[src/rtl/rxb_pkg.sv]
package rxb_pkg;
   localparam int BYTE_W      = 8;
   localparam int CNT_FIELD_W = 7;
   localparam int NACK_BIT    = 7;
   localparam logic [3:0] ACK_SLOT = 4'd8;

   typedef enum logic [1:0] {
      SH_IDLE,
      SH_LOW,
      SH_HIGH,
      SH_TAIL
   } sh_state_t;
endpackage

[src/rtl/rxb_sync.sv]
module rxb_sync #(
   parameter int STAGES = 2
) (
   input  logic clk,
   input  logic rst_n,
   input  logic d,
   output logic q
);
   generate
      if (STAGES == 0) begin : g_direct
         assign q = d;
      end else if (STAGES == 1) begin : g_single
         logic r;
         always_ff @(posedge clk or negedge rst_n) begin
            if (!rst_n) r <= 1'b1;
            else        r <= d;
         end
         assign q = r;
      end else begin : g_chain
         logic [STAGES-1:0] r;
         always_ff @(posedge clk or negedge rst_n) begin
            if (!rst_n) r <= '1;
            else        r <= {r[STAGES-2:0], d};
         end
         assign q = r[STAGES-1];
      end
   endgenerate
endmodule

[src/rtl/rxb_fifo.sv]
module rxb_fifo #(
   parameter int DEPTH = 64,
   parameter int W     = 8
) (
   input  logic         clk,
   input  logic         rst_n,
   input  logic         push,
   input  logic [W-1:0] wdata,
   input  logic         pop,
   output logic [W-1:0] rdata,
   output logic         empty
);
   localparam int AW   = (DEPTH > 1) ? $clog2(DEPTH) : 1;
   localparam int CW   = $clog2(DEPTH + 1);
   localparam bit POW2 = (DEPTH == (1 << AW));

   logic [W-1:0]  mem [DEPTH];
   logic [AW-1:0] wptr, rptr, wptr_nx, rptr_nx;
   logic [CW-1:0] cnt;
   logic          full, do_push, do_pop;

   assign empty   = (cnt == '0);
   assign full    = (cnt == CW'(DEPTH));
   assign do_push = push && !full;
   assign do_pop  = pop && !empty;

   generate
      if (POW2) begin : g_wrap_free
         assign wptr_nx = wptr + 1'b1;
         assign rptr_nx = rptr + 1'b1;
      end else begin : g_wrap_cmp
         assign wptr_nx = (wptr == AW'(DEPTH - 1)) ? '0 : wptr + 1'b1;
         assign rptr_nx = (rptr == AW'(DEPTH - 1)) ? '0 : rptr + 1'b1;
      end
   endgenerate

   always_ff @(posedge clk) begin
      if (do_push) mem[wptr] <= wdata;
   end

   always_ff @(posedge clk or negedge rst_n) begin
      if (!rst_n) begin
         wptr <= '0;
         rptr <= '0;
         cnt  <= '0;
      end else begin
         if (do_push) wptr <= wptr_nx;
         if (do_pop)  rptr <= rptr_nx;
         case ({do_push, do_pop})
            2'b10:   cnt <= cnt + 1'b1;
            2'b01:   cnt <= cnt - 1'b1;
            default: cnt <= cnt;
         endcase
      end
   end

   assign rdata = empty ? '0 : mem[rptr];
endmodule

[src/rtl/rxb_shifter.sv]
module rxb_shifter
   import rxb_pkg::*;
#(
   parameter int HALF_PERIOD = 8,
   parameter int SYNC_STAGES = 2
) (
   input  logic              clk,
   input  logic              rst_n,
   input  logic              start,
   input  logic              more,
   input  logic              ack_now,
   input  logic              sda_in,
   output logic              scl_low,
   output logic              sda_low,
   output logic              byte_stb,
   output logic [BYTE_W-1:0] byte_data
);
   localparam int HW = (HALF_PERIOD > 2) ? $clog2(HALF_PERIOD) : 1;

   sh_state_t         state;
   logic [HW-1:0]     cnt;
   logic [3:0]        slot;
   logic [BYTE_W-1:0] shreg;
   logic              sda_s, last_half;

   rxb_sync #(.STAGES(SYNC_STAGES)) u_sync (
      .clk(clk), .rst_n(rst_n), .d(sda_in), .q(sda_s)
   );

   assign last_half = (cnt == HW'(HALF_PERIOD - 1));

   always_ff @(posedge clk or negedge rst_n) begin
      if (!rst_n) begin
         state <= SH_IDLE;
         cnt   <= '0;
         slot  <= '0;
         shreg <= '0;
      end else begin
         case (state)
            SH_IDLE: begin
               if (start) begin
                  state <= SH_LOW;
                  cnt   <= '0;
                  slot  <= '0;
               end
            end
            SH_LOW: begin
               if (last_half) begin
                  state <= SH_HIGH;
                  cnt   <= '0;
               end else begin
                  cnt <= cnt + 1'b1;
               end
            end
            SH_HIGH: begin
               if (last_half) begin
                  cnt <= '0;
                  if (slot == ACK_SLOT) begin
                     state <= SH_TAIL;
                  end else begin
                     shreg <= {shreg[BYTE_W-2:0], sda_s};
                     slot  <= slot + 1'b1;
                     state <= SH_LOW;
                  end
               end else begin
                  cnt <= cnt + 1'b1;
               end
            end
            SH_TAIL: begin
               if (cnt == '0) begin
                  cnt <= cnt + 1'b1;
               end else begin
                  cnt  <= '0;
                  slot <= '0;
                  state <= more ? SH_LOW : SH_IDLE;
               end
            end
            default: state <= SH_IDLE;
         endcase
      end
   end

   assign scl_low   = (state == SH_LOW) || (state == SH_TAIL);
   assign sda_low   = ack_now && (
                        ((state == SH_LOW)  && (slot == ACK_SLOT) && (cnt != '0)) ||
                        ((state == SH_HIGH) && (slot == ACK_SLOT)) ||
                        ((state == SH_TAIL) && (cnt == '0)));
   assign byte_stb  = (state == SH_TAIL) && (cnt != '0);
   assign byte_data = shreg;
endmodule

[src/rtl/rxb_ctrl.sv]
module rxb_ctrl
   import rxb_pkg::*;
#(
   parameter int DEPTH = 64
) (
   input  logic                         clk,
   input  logic                         rst_n,
   input  logic                         ctl_we,
   input  logic [BYTE_W-1:0]            ctl_wdata,
   input  logic                         ien_we,
   input  logic                         ien_wdata,
   input  logic                         stat_clr,
   input  logic                         byte_stb,
   output logic                         start,
   output logic                         more,
   output logic                         ack_now,
   output logic                         active,
   output logic [$clog2(DEPTH+1)-1:0]   remaining,
   output logic                         done,
   output logic                         irq
);
   localparam int CW = $clog2(DEPTH + 1);

   logic [CNT_FIELD_W-1:0] field;
   logic [CW-1:0]          eff;
   logic                   nack_last, ien, last_byte;

   assign field     = ctl_wdata[CNT_FIELD_W-1:0];
   assign eff       = (field > CNT_FIELD_W'(DEPTH)) ? CW'(DEPTH) : CW'(field);
   assign start     = ctl_we && !active && (field != '0);
   assign last_byte = byte_stb && active && (remaining == CW'(1));

   always_ff @(posedge clk or negedge rst_n) begin
      if (!rst_n) begin
         active    <= 1'b0;
         remaining <= '0;
         nack_last <= 1'b0;
      end else if (start) begin
         active    <= 1'b1;
         remaining <= eff;
         nack_last <= ctl_wdata[NACK_BIT];
      end else if (byte_stb && active) begin
         remaining <= remaining - 1'b1;
         if (remaining == CW'(1)) active <= 1'b0;
      end
   end

   always_ff @(posedge clk or negedge rst_n) begin
      if (!rst_n)         done <= 1'b0;
      else if (last_byte) done <= 1'b1;
      else if (stat_clr)  done <= 1'b0;
   end

   always_ff @(posedge clk or negedge rst_n) begin
      if (!rst_n)      ien <= 1'b0;
      else if (ien_we) ien <= ien_wdata;
   end

   assign more    = (remaining > CW'(1));
   assign ack_now = !(nack_last && (remaining == CW'(1)));
   assign irq     = done && ien;
endmodule

[src/rtl/rxb_engine.sv]
module rxb_engine
   import rxb_pkg::*;
#(
   parameter int DEPTH       = 64,
   parameter int HALF_PERIOD = 8,
   parameter int SYNC_STAGES = 2
) (
   input  logic       clk,
   input  logic       rst_n,
   input  logic       ctl_we,
   input  logic [7:0] ctl_wdata,
   input  logic       ien_we,
   input  logic       ien_wdata,
   input  logic       stat_clr,
   input  logic       rd_pop,
   output logic [7:0] rd_data,
   output logic       rx_empty,
   output logic       done_flag,
   output logic       irq,
   output logic       scl_drive_low,
   output logic       sda_drive_low,
   input  logic       sda_in
);
   localparam int CW = $clog2(DEPTH + 1);

   generate
      if (DEPTH < 2 || DEPTH > 127) begin : g_bad_depth
         $error("rxb_engine: DEPTH must lie in 2..127");
      end
      if (HALF_PERIOD < 2) begin : g_bad_half
         $error("rxb_engine: HALF_PERIOD must be at least 2");
      end
      if (SYNC_STAGES < 0 || SYNC_STAGES >= 2 * HALF_PERIOD - 1) begin : g_bad_sync
         $error("rxb_engine: SYNC_STAGES too deep for the SCL half period");
      end
   endgenerate

   logic              sh_start, sh_more, sh_ack, byte_stb, ctl_active;
   logic [CW-1:0]     ctl_remaining;
   logic [BYTE_W-1:0] byte_data;

   rxb_ctrl #(.DEPTH(DEPTH)) u_ctrl (
      .clk(clk), .rst_n(rst_n),
      .ctl_we(ctl_we), .ctl_wdata(ctl_wdata),
      .ien_we(ien_we), .ien_wdata(ien_wdata),
      .stat_clr(stat_clr), .byte_stb(byte_stb),
      .start(sh_start), .more(sh_more), .ack_now(sh_ack),
      .active(ctl_active), .remaining(ctl_remaining),
      .done(done_flag), .irq(irq)
   );

   rxb_shifter #(.HALF_PERIOD(HALF_PERIOD), .SYNC_STAGES(SYNC_STAGES)) u_shift (
      .clk(clk), .rst_n(rst_n),
      .start(sh_start), .more(sh_more), .ack_now(sh_ack),
      .sda_in(sda_in),
      .scl_low(scl_drive_low), .sda_low(sda_drive_low),
      .byte_stb(byte_stb), .byte_data(byte_data)
   );

   rxb_fifo #(.DEPTH(DEPTH), .W(BYTE_W)) u_fifo (
      .clk(clk), .rst_n(rst_n),
      .push(byte_stb), .wdata(byte_data),
      .pop(rd_pop), .rdata(rd_data), .empty(rx_empty)
   );
endmodule

[config.mk]
export PLATFORM = sky130hd
export DESIGN_NAME = rxb_engine
export DESIGN_NICKNAME = d
export VERILOG_FILES = /design/src/rtl/rxb_pkg.sv /design/src/rtl/rxb_sync.sv /design/src/rtl/rxb_fifo.sv /design/src/rtl/rxb_shifter.sv /design/src/rtl/rxb_ctrl.sv /design/src/rtl/rxb_engine.sv
export SDC_FILE = /design/constraint.sdc
export NUM_CORES = 1
export LEC_CHECK = 0
export BUFFER_PORTS_ARGS = -buffer_cell sky130_fd_sc_hd__buf_2
export CORE_UTILIZATION = 60
export CTS_CLUSTER_DIAMETER = 150
export CTS_CLUSTER_SIZE = 8
export DETAILED_ROUTE_END_ITERATION = 12
export MAX_ROUTING_LAYER = met4
export PLACE_DENSITY = 0.85
export SYNTH_ARGS = -nofsm -noshare
export SYNTH_HDL_FRONTEND = slang
export SYNTH_SLANG_ARGS = --single-unit
[constraint.sdc]
create_clock -name clk -period 4.41 [get_ports clk]
set_input_delay 0.882 -clock clk [delete_from_list [all_inputs] [get_ports clk]]
set_output_delay 0.882 -clock clk [all_outputs]
set_load 0.01 [all_outputs]
# Word level (Yosys, flattened, before mapping)

Memory sizes are Yosys's and may differ from the RTL's.
Index checks and enable logic that the tools add are counted.

Bits in registers: 49
RAM bits: 512
Input bits: 16
Output and inout port bits: 13
Word-level logic and storage cells: 102
Memories: 1

Add/sub/neg operators: 7
Magnitude comparators: 2
Eq/ne operators: 14
Multiplexer cells: 28
Bitwise logic cells: 1
Reduce and logical (&&, ||, !) cells: 36

Memory list:

| name       | depth | width | read ports | clocked after memory_dff | write ports | line           | RTL |
|---|---|---|---|---|---|---|---|
| u_fifo.mem | 64    | 8     | 1          | 0                        | 1           | rxb_fifo.sv:17 | `logic [W-1:0] mem [DEPTH];` |

Operator list:

| operator              | number |
|---|---|
| $mux W7               | 3 |
| $mux W4               | 4 |
| $logic_and A1 B1 Y1   | 14 |
| $pmux W7 S2           | 1 |
| $sub A7 B1 Y7 const B | 2 |
| $add A6 B1 Y6 const B | 2 |
| $pmux W4 S3           | 1 |
| $mux W2               | 5 |
| $mux W3               | 3 |
| $pmux W3 S3           | 1 |
| $mux W1               | 8 |
| $mux W8               | 1 |
| $pmux W2 S4           | 1 |
| $reduce_bool A2 Y1    | 4 |
| $add A7 B1 Y7 const B | 1 |
| $eq A7 B1 Y1 const B  | 1 |
| $eq A7 B7 Y1 const B  | 1 |
| $gt A7 B1 Y1 const B  | 1 |
| $gt A7 B7 Y1 const B  | 1 |
| $logic_not A7 Y1      | 1 |
| $reduce_bool A7 Y1    | 1 |
| $eq A2 B2 Y1 const B  | 3 |
| $ne A2 B2 Y1 const B  | 3 |
| $reduce_bool A3 Y1    | 2 |
| other kinds (16)      | 23 |

# Logic depth before layout (Yosys ltp)

Word-level depth: 6
Mapped depth: 14
Mapped depth without buffers: 13

# Cells and area by module

Synthesis repeated with hierarchy kept, for this count alone.

Cell total of the unflattened synthesis: 1227
Area total of the unflattened synthesis: 22785.6 µm²

Modules (own cells, without submodules):

| module      | times used | cells each | area an instance (µm²) | seq. area each (µm²) |
|---|---|---|---|---|
| rxb_fifo    | 1          | 1060       | 21033.9                | 15850.2 |
| rxb_shifter | 1          | 96         | 1007.2                 | 425.4 |
| rxb_ctrl    | 1          | 69         | 691.9                  | 275.3 |
| rxb_sync    | 1          | 2          | 52.6                   | 52.6 |

# Least setup slack after synthesis

No wires, ideal clock.

Path kind: register -> register
Start: reg u_fifo.cnt[4]
End: reg u_fifo.cnt[4]
Arrival: 3197 ps
Required time: 4285 ps
Setup slack: 1088 ps
Cell stages (with the launch flop): 14
Path buffers: 2
Cells stage by stage: dfrtp_1 or4_4 nor3_4 nor2b_1 buf_2 ha_1 clkbuf_1 xor2_1 ha_1 and3b_1 o21ai_0 a21oi_1 a211o_1 xnor2_1

Word-level cells in the longest chain between the ends: 5
Elaborated cells on any way between the ends: 12

Ends and longest elaborated chain:

| what                                                     | line             | RTL |
|---|---|---|
| from (decl)                                              | rxb_fifo.sv:19   | `logic [CW-1:0] cnt;` |
| from (signal assigned)                                   | rxb_fifo.sv:50   | `2'b10: cnt <= cnt + 1'b1;` |
| from (signal assigned)                                   | rxb_fifo.sv:51   | `2'b01: cnt <= cnt - 1'b1;` |
| from (signal assigned)                                   | rxb_fifo.sv:52   | `default: cnt <= cnt;` |
| $logic_not A7 Y1 (*)                                     | rxb_fifo.sv:22   | `assign empty = (cnt == '0);` |
| named net rx_empty                                       | rxb_engine.sv:17 | `output logic rx_empty,` |
| $logic_not A1 Y1 (*)                                     | rxb_fifo.sv:25   | `assign do_pop = pop && !empty;` |
| $logic_and A1 B1 Y1 (*)                                  | rxb_fifo.sv:25   |  |
| named net u_fifo.do_pop                                  | rxb_fifo.sv:20   | `logic full, do_push, do_pop;` |
| $eq A2 B1 Y1 / $eq A2 B2 Y1 (equally long branches)      | rxb_fifo.sv:49   | `case ({do_push, do_pop})` |
| $pmux W7 S2 / $reduce_bool A2 Y1 (equally long branches) | n/a              |  |

Mark *: on every way through the listed nets, which the timed path passes. The rest lies on a longest branch.
A chain may end at the register's enable or synchronous reset.

# Final worst setup path

Start: reg u_fifo.rptr[2]
End: out rd_data[3]

Word-level cells in the longest chain between the ends: 2

Ends and longest elaborated chain:

| what                   | line             | RTL |
|---|---|---|
| from (decl)            | rxb_fifo.sv:18   | `logic [AW-1:0] wptr, rptr, wptr_nx, rptr_nx;` |
| from (signal assigned) | rxb_fifo.sv:48   | `if (do_pop) rptr <= rptr_nx;` |
| $mem_v2 Z64 W8         | n/a              |  |
| $mux W8                | rxb_fifo.sv:57   | `assign rdata = empty ? '0 : mem[rptr];` |
| to (decl)              | rxb_engine.sv:16 | `output logic [7:0] rd_data,` |

No other way between the ends.

==> metrics.cfg <==
[synth]
synth-edff-count=512
synthCells=1258
synth-main-ff-cell=edfxtp_1
netlist_top_cells_area=edfxtp_1 (68%), mux4_2 (7.9%), dfrtp_1 (5.2%)
yosysTopAreaCell=edfxtp_1
synth_top_cell_area_share=0.677
synthDistinctLibCells=61
syn-num-nets=1291
yosys_warnings=0
synth.yosys.seq_area_share=0.732
syn_area_sq_um=22700
async_flop_share=0.0873
syn_area_per_cell_sq_um=18.0
synth.ff_latch_count=561

[pwr]
p_comb_frac=0.234
leakagePower_nw=8.76
ir_worst_vdd_mv=0.523
cellInternalPower_mw=10.9
pwr-share-seq=0.409
power_frac_clock=0.357
power_density_nw_per_um2=613
p_sw_frac=0.305
p_switching_mw=4.79

[hold_path]
min_path_type=input port to async pin

[sta]
hold_viol_final=0
slew_headroom=0.103
worst_pin_slew_ns=1.35
setup_viol=0
timing.final.crit_period_ns=4.32
holdWs_ns=0.330
rsz0062_at_grt=no
skew_ns=0.0291
slew_viol_final=0
tns_ns=0
fin_crit_sh=0.979
fmaxAchievable_mhz=232

[detailed_routing]
vias=12768
first_pass_iters=7
wl_mm=54.5
viasPerCell=6.85
drc=0
wl_per_cell_um=29.3
drt_iter0_drc=1921
postRouteAntennaNets=0

[floorplanning]
start_util=0.616
die-area_sq_um=38600
io_pins=29
die_w_um=196
fp.coreArea_sq_um=36900
std_cell_rows=70
die_h_um=196

[worst_setup_path]
path_cells=nand3b_1 -> o221ai_1 -> a21oi_1 -> o21ai_0 -> a32o_1 -> buf_2
end_kind=primary output
critPathTopFamily=compound AO/OA/AOI/OAI gates
cp.arrival_ns=3.44
path_class=flip-flop to primary output
cp_slowest_cell=nand3b_1
cp_max_fo=21
cp.required_ns=3.53
max_stage_delay_ns=0.77
crit_buf_inv=1
start_kind=flip-flop

[clocking]
insertion_delay_ns=0.61
hold_buffers=0
cts_max_path_buffers=3
post-cts-setup-buffer-count=0
cts_resized=0
htree_levels=3
numClockSinks=561
clk_pin_slew_ns=0.05
root_buffer=clkbuf_16
tritoncts=built
cts_buffers=80

[global_routing]
grt_usage=0.300
use_met1=0.364
grt_most_used_layer=met2
grt_max_degree=67
first_global_vias=12812
antenna_found_initial=1
use_met2=0.463
grt_overflow_total=0
grt_pass1_wl_mm=80.7
grt_use_met3=0.0833

[finish]
drive_gt1_frac=0.195
syn_to_final_growth_pct=12.8
fin_nets=1349
final_cell_count_no_fill=1864
post-route-util=0.694

[place]
gp_congestion=0.920
io_buffers=28
post-dp-hpwl_mm=30.3
dp.cells=1738

[run]
drv_cap=0

[status]
status=completed

## routing by layer
layer | share of wire | vias to the layer above
met5 | 0 | -
met4 | 0.056 | 0
met3 | 0.12 | 241
met2 | 0.48 | 1005
met1 | 0.35 | 6368
li1 | - | 5154
## worst register-to-register path, stage by stage, from the launching register on
cell and delay, ns:
dfrtp_1 0.45, or4_4 0.61, nor3_4 0.26, nor2b_1 0.24, ha_1 0.40, xor2_1 0.21, ha_1 0.22, and3b_1 0.19
o21ai_0 0.40, a21oi_1 0.13, a211o_1 0.29, xnor2_1 0.13
## flip-flops by register name, summed over array words and instances (netlist names)
signal                    count
u_fifo.mem                  512
u_shift.byte_data             8
u_ctrl.remaining              7
u_fifo.cnt                    7
u_fifo.rptr                   6
u_fifo.wptr                   6
u_shift.slot                  4
u_shift.cnt                   3
u_shift.state                 2
u_shift.u_sync.g_chain.r      2
u_ctrl.active                 1
u_ctrl.done                   1
u_ctrl.ien                    1
u_ctrl.nack_last              1
## cell families (layout without fill, tap and decap cells)
family | Yosys count | after routing | share of synthesized area
flip-flops | 561 | 561 | 0.732
multiplexers | 206 | 206 | 0.136
AND/OR/NAND/NOR | 188 | 188 | 0.0443
AO/OA/AOI/OAI | 177 | 177 | 0.0528
buffers and inverters | 87 | 187 | 0.0178
XOR/XNOR | 22 | 22 | 0.00849
adder cells (fa/ha/maj) | 17 | 17 | 0.00937
other | 0 | 2 | 0
## path summary, 6_finish.rpt
path,startpoint,endpoint,slack (ns),depth (start not counted)
worst min register to register,u_shift.u_sync.g_chain.r[0]$_DFF_PN1_,u_shift.u_sync.g_chain.r[1]$_DFF_PN1_,0.35,0
worst max register to register,u_fifo.cnt[4]$_DFFE_PN0P_,u_fifo.cnt[4]$_DFFE_PN0P_,0.76,11
min in group clk,u_shift.u_sync.g_chain.r[0]$_DFF_PN1_,u_shift.u_sync.g_chain.r[1]$_DFF_PN1_,0.35,0
worst max-delay path,u_fifo.rptr[2]$_DFFE_PN0P_,rd_data[3],0.09,6
worst min-delay path,rst_n,u_shift.slot[2]$_DFFE_PN0P_,0.33,1
max in group asynchronous,rst_n,u_fifo.rptr[0]$_DFFE_PN0P_,3.24,2
## cell usage after synthesis (3+ instances only)
| master | n |
|---|---|
| edfxtp_1 | 512 |
| mux2i_1 | 113 |
| nor2_1 | 81 |
| mux4_2 | 80 |
| o21ai_0 | 49 |
| dfrtp_1 | 47 |
| a21oi_1 | 36 |
| clkbuf_1 | 34 |
| nand2_1 | 25 |
| buf_2 | 17 |
| ha_1 | 17 |
| inv_1 | 17 |
| o22ai_1 | 17 |
| a211oi_1 | 16 |
| a221oi_1 | 16 |
| o221ai_1 | 16 |
| xnor2_1 | 15 |
| mux2_2 | 13 |
| nand3b_1 | 13 |
| nand3_1 | 11 |
| a32o_1 | 9 |
| nor2b_1 | 9 |
| buf_1 | 7 |
| buf_4 | 7 |
| xor2_1 | 7 |
| nand2_4 | 6 |
| a31oi_1 | 5 |
| nand2b_1 | 5 |
| or2_2 | 5 |
| buf_6 | 4 |
| nor4_1 | 4 |
| and2_1 | 3 |
| and3b_1 | 3 |
| nand4_1 | 3 |
| or3_1 | 3 |
| or3b_2 | 3 |
## area by class of cell
| cell class | count | area [sq um] |
|---|---|---|
| antenna | 2 | 5.00 |
| clock buffer | 121 | 2240 |
| clock inverter | 3 | 33.8 |
| fill | 2110 | 11300 |
| inverter | 18 | 67.6 |
| multi-input combinational | 610 | 5690 |
| sequential | 561 | 16600 |
| tap | 504 | 631 |
| timing repair buffer | 45 | 318 |
## metrics by stage
step / worst slack [ns] / power, mW / area (sq um)
after global routing: 0.0524 / 16.1 / 25600
after floorplan: 1.09 / 8.96 / 22700
after CTS: 0.147 / 15.6 / 25600
after detailed placement: 0.651 / 10.0 / 23300
after global placement: 0.747 / 9.88 / 23300
final: 0.0919 / 15.7 / 25600
## power by group through the flow
| stage | Combinational (mW) | Clock, mW | Sequential (mW) |
|---|---|---|---|
| floorplan | 2.72 | 0 | 6.24 |
| global placement | 3.43 | 0 | 6.46 |
| detailed placement | 3.52 | 0 | 6.48 |
| CTS | 3.59 | 5.62 | 6.40 |
| global route | 3.85 | 5.83 | 6.44 |
| finish | 3.67 | 5.60 | 6.41 |
## cell usage in the layout (no fill, tap or decap), drive strengths merged, types with 4 or more instances in the layout
| master | Yosys | layout |
|---|---|---|
| xor2 | 7 | 7 |
| o21ai | 50 | 50 |
| nor2 | 81 | 81 |
| o221ai | 16 | 16 |
| mux2 | 13 | 13 |
| a21oi | 36 | 36 |
| a32o | 9 | 9 |
| nor4 | 4 | 4 |
| nand2 | 31 | 31 |
| xnor2 | 15 | 15 |
| mux2i | 113 | 113 |
| buf | 35 | 45 |
| ha | 17 | 17 |
| nand3b | 13 | 13 |
| a31oi | 5 | 5 |
| inv | 18 | 19 |
| o22ai | 17 | 17 |
| a221oi | 16 | 16 |
| edfxtp | 512 | 512 |
| or2 | 5 | 5 |
| mux4 | 80 | 80 |
| nor2b | 9 | 9 |
| and2 | 4 | 4 |
| nand3 | 13 | 13 |
| nand2b | 5 | 5 |
| a211oi | 16 | 16 |
| clkbuf | 34 | 121 |
| dfrtp | 47 | 47 |
(Power assumes the default switching activity.)
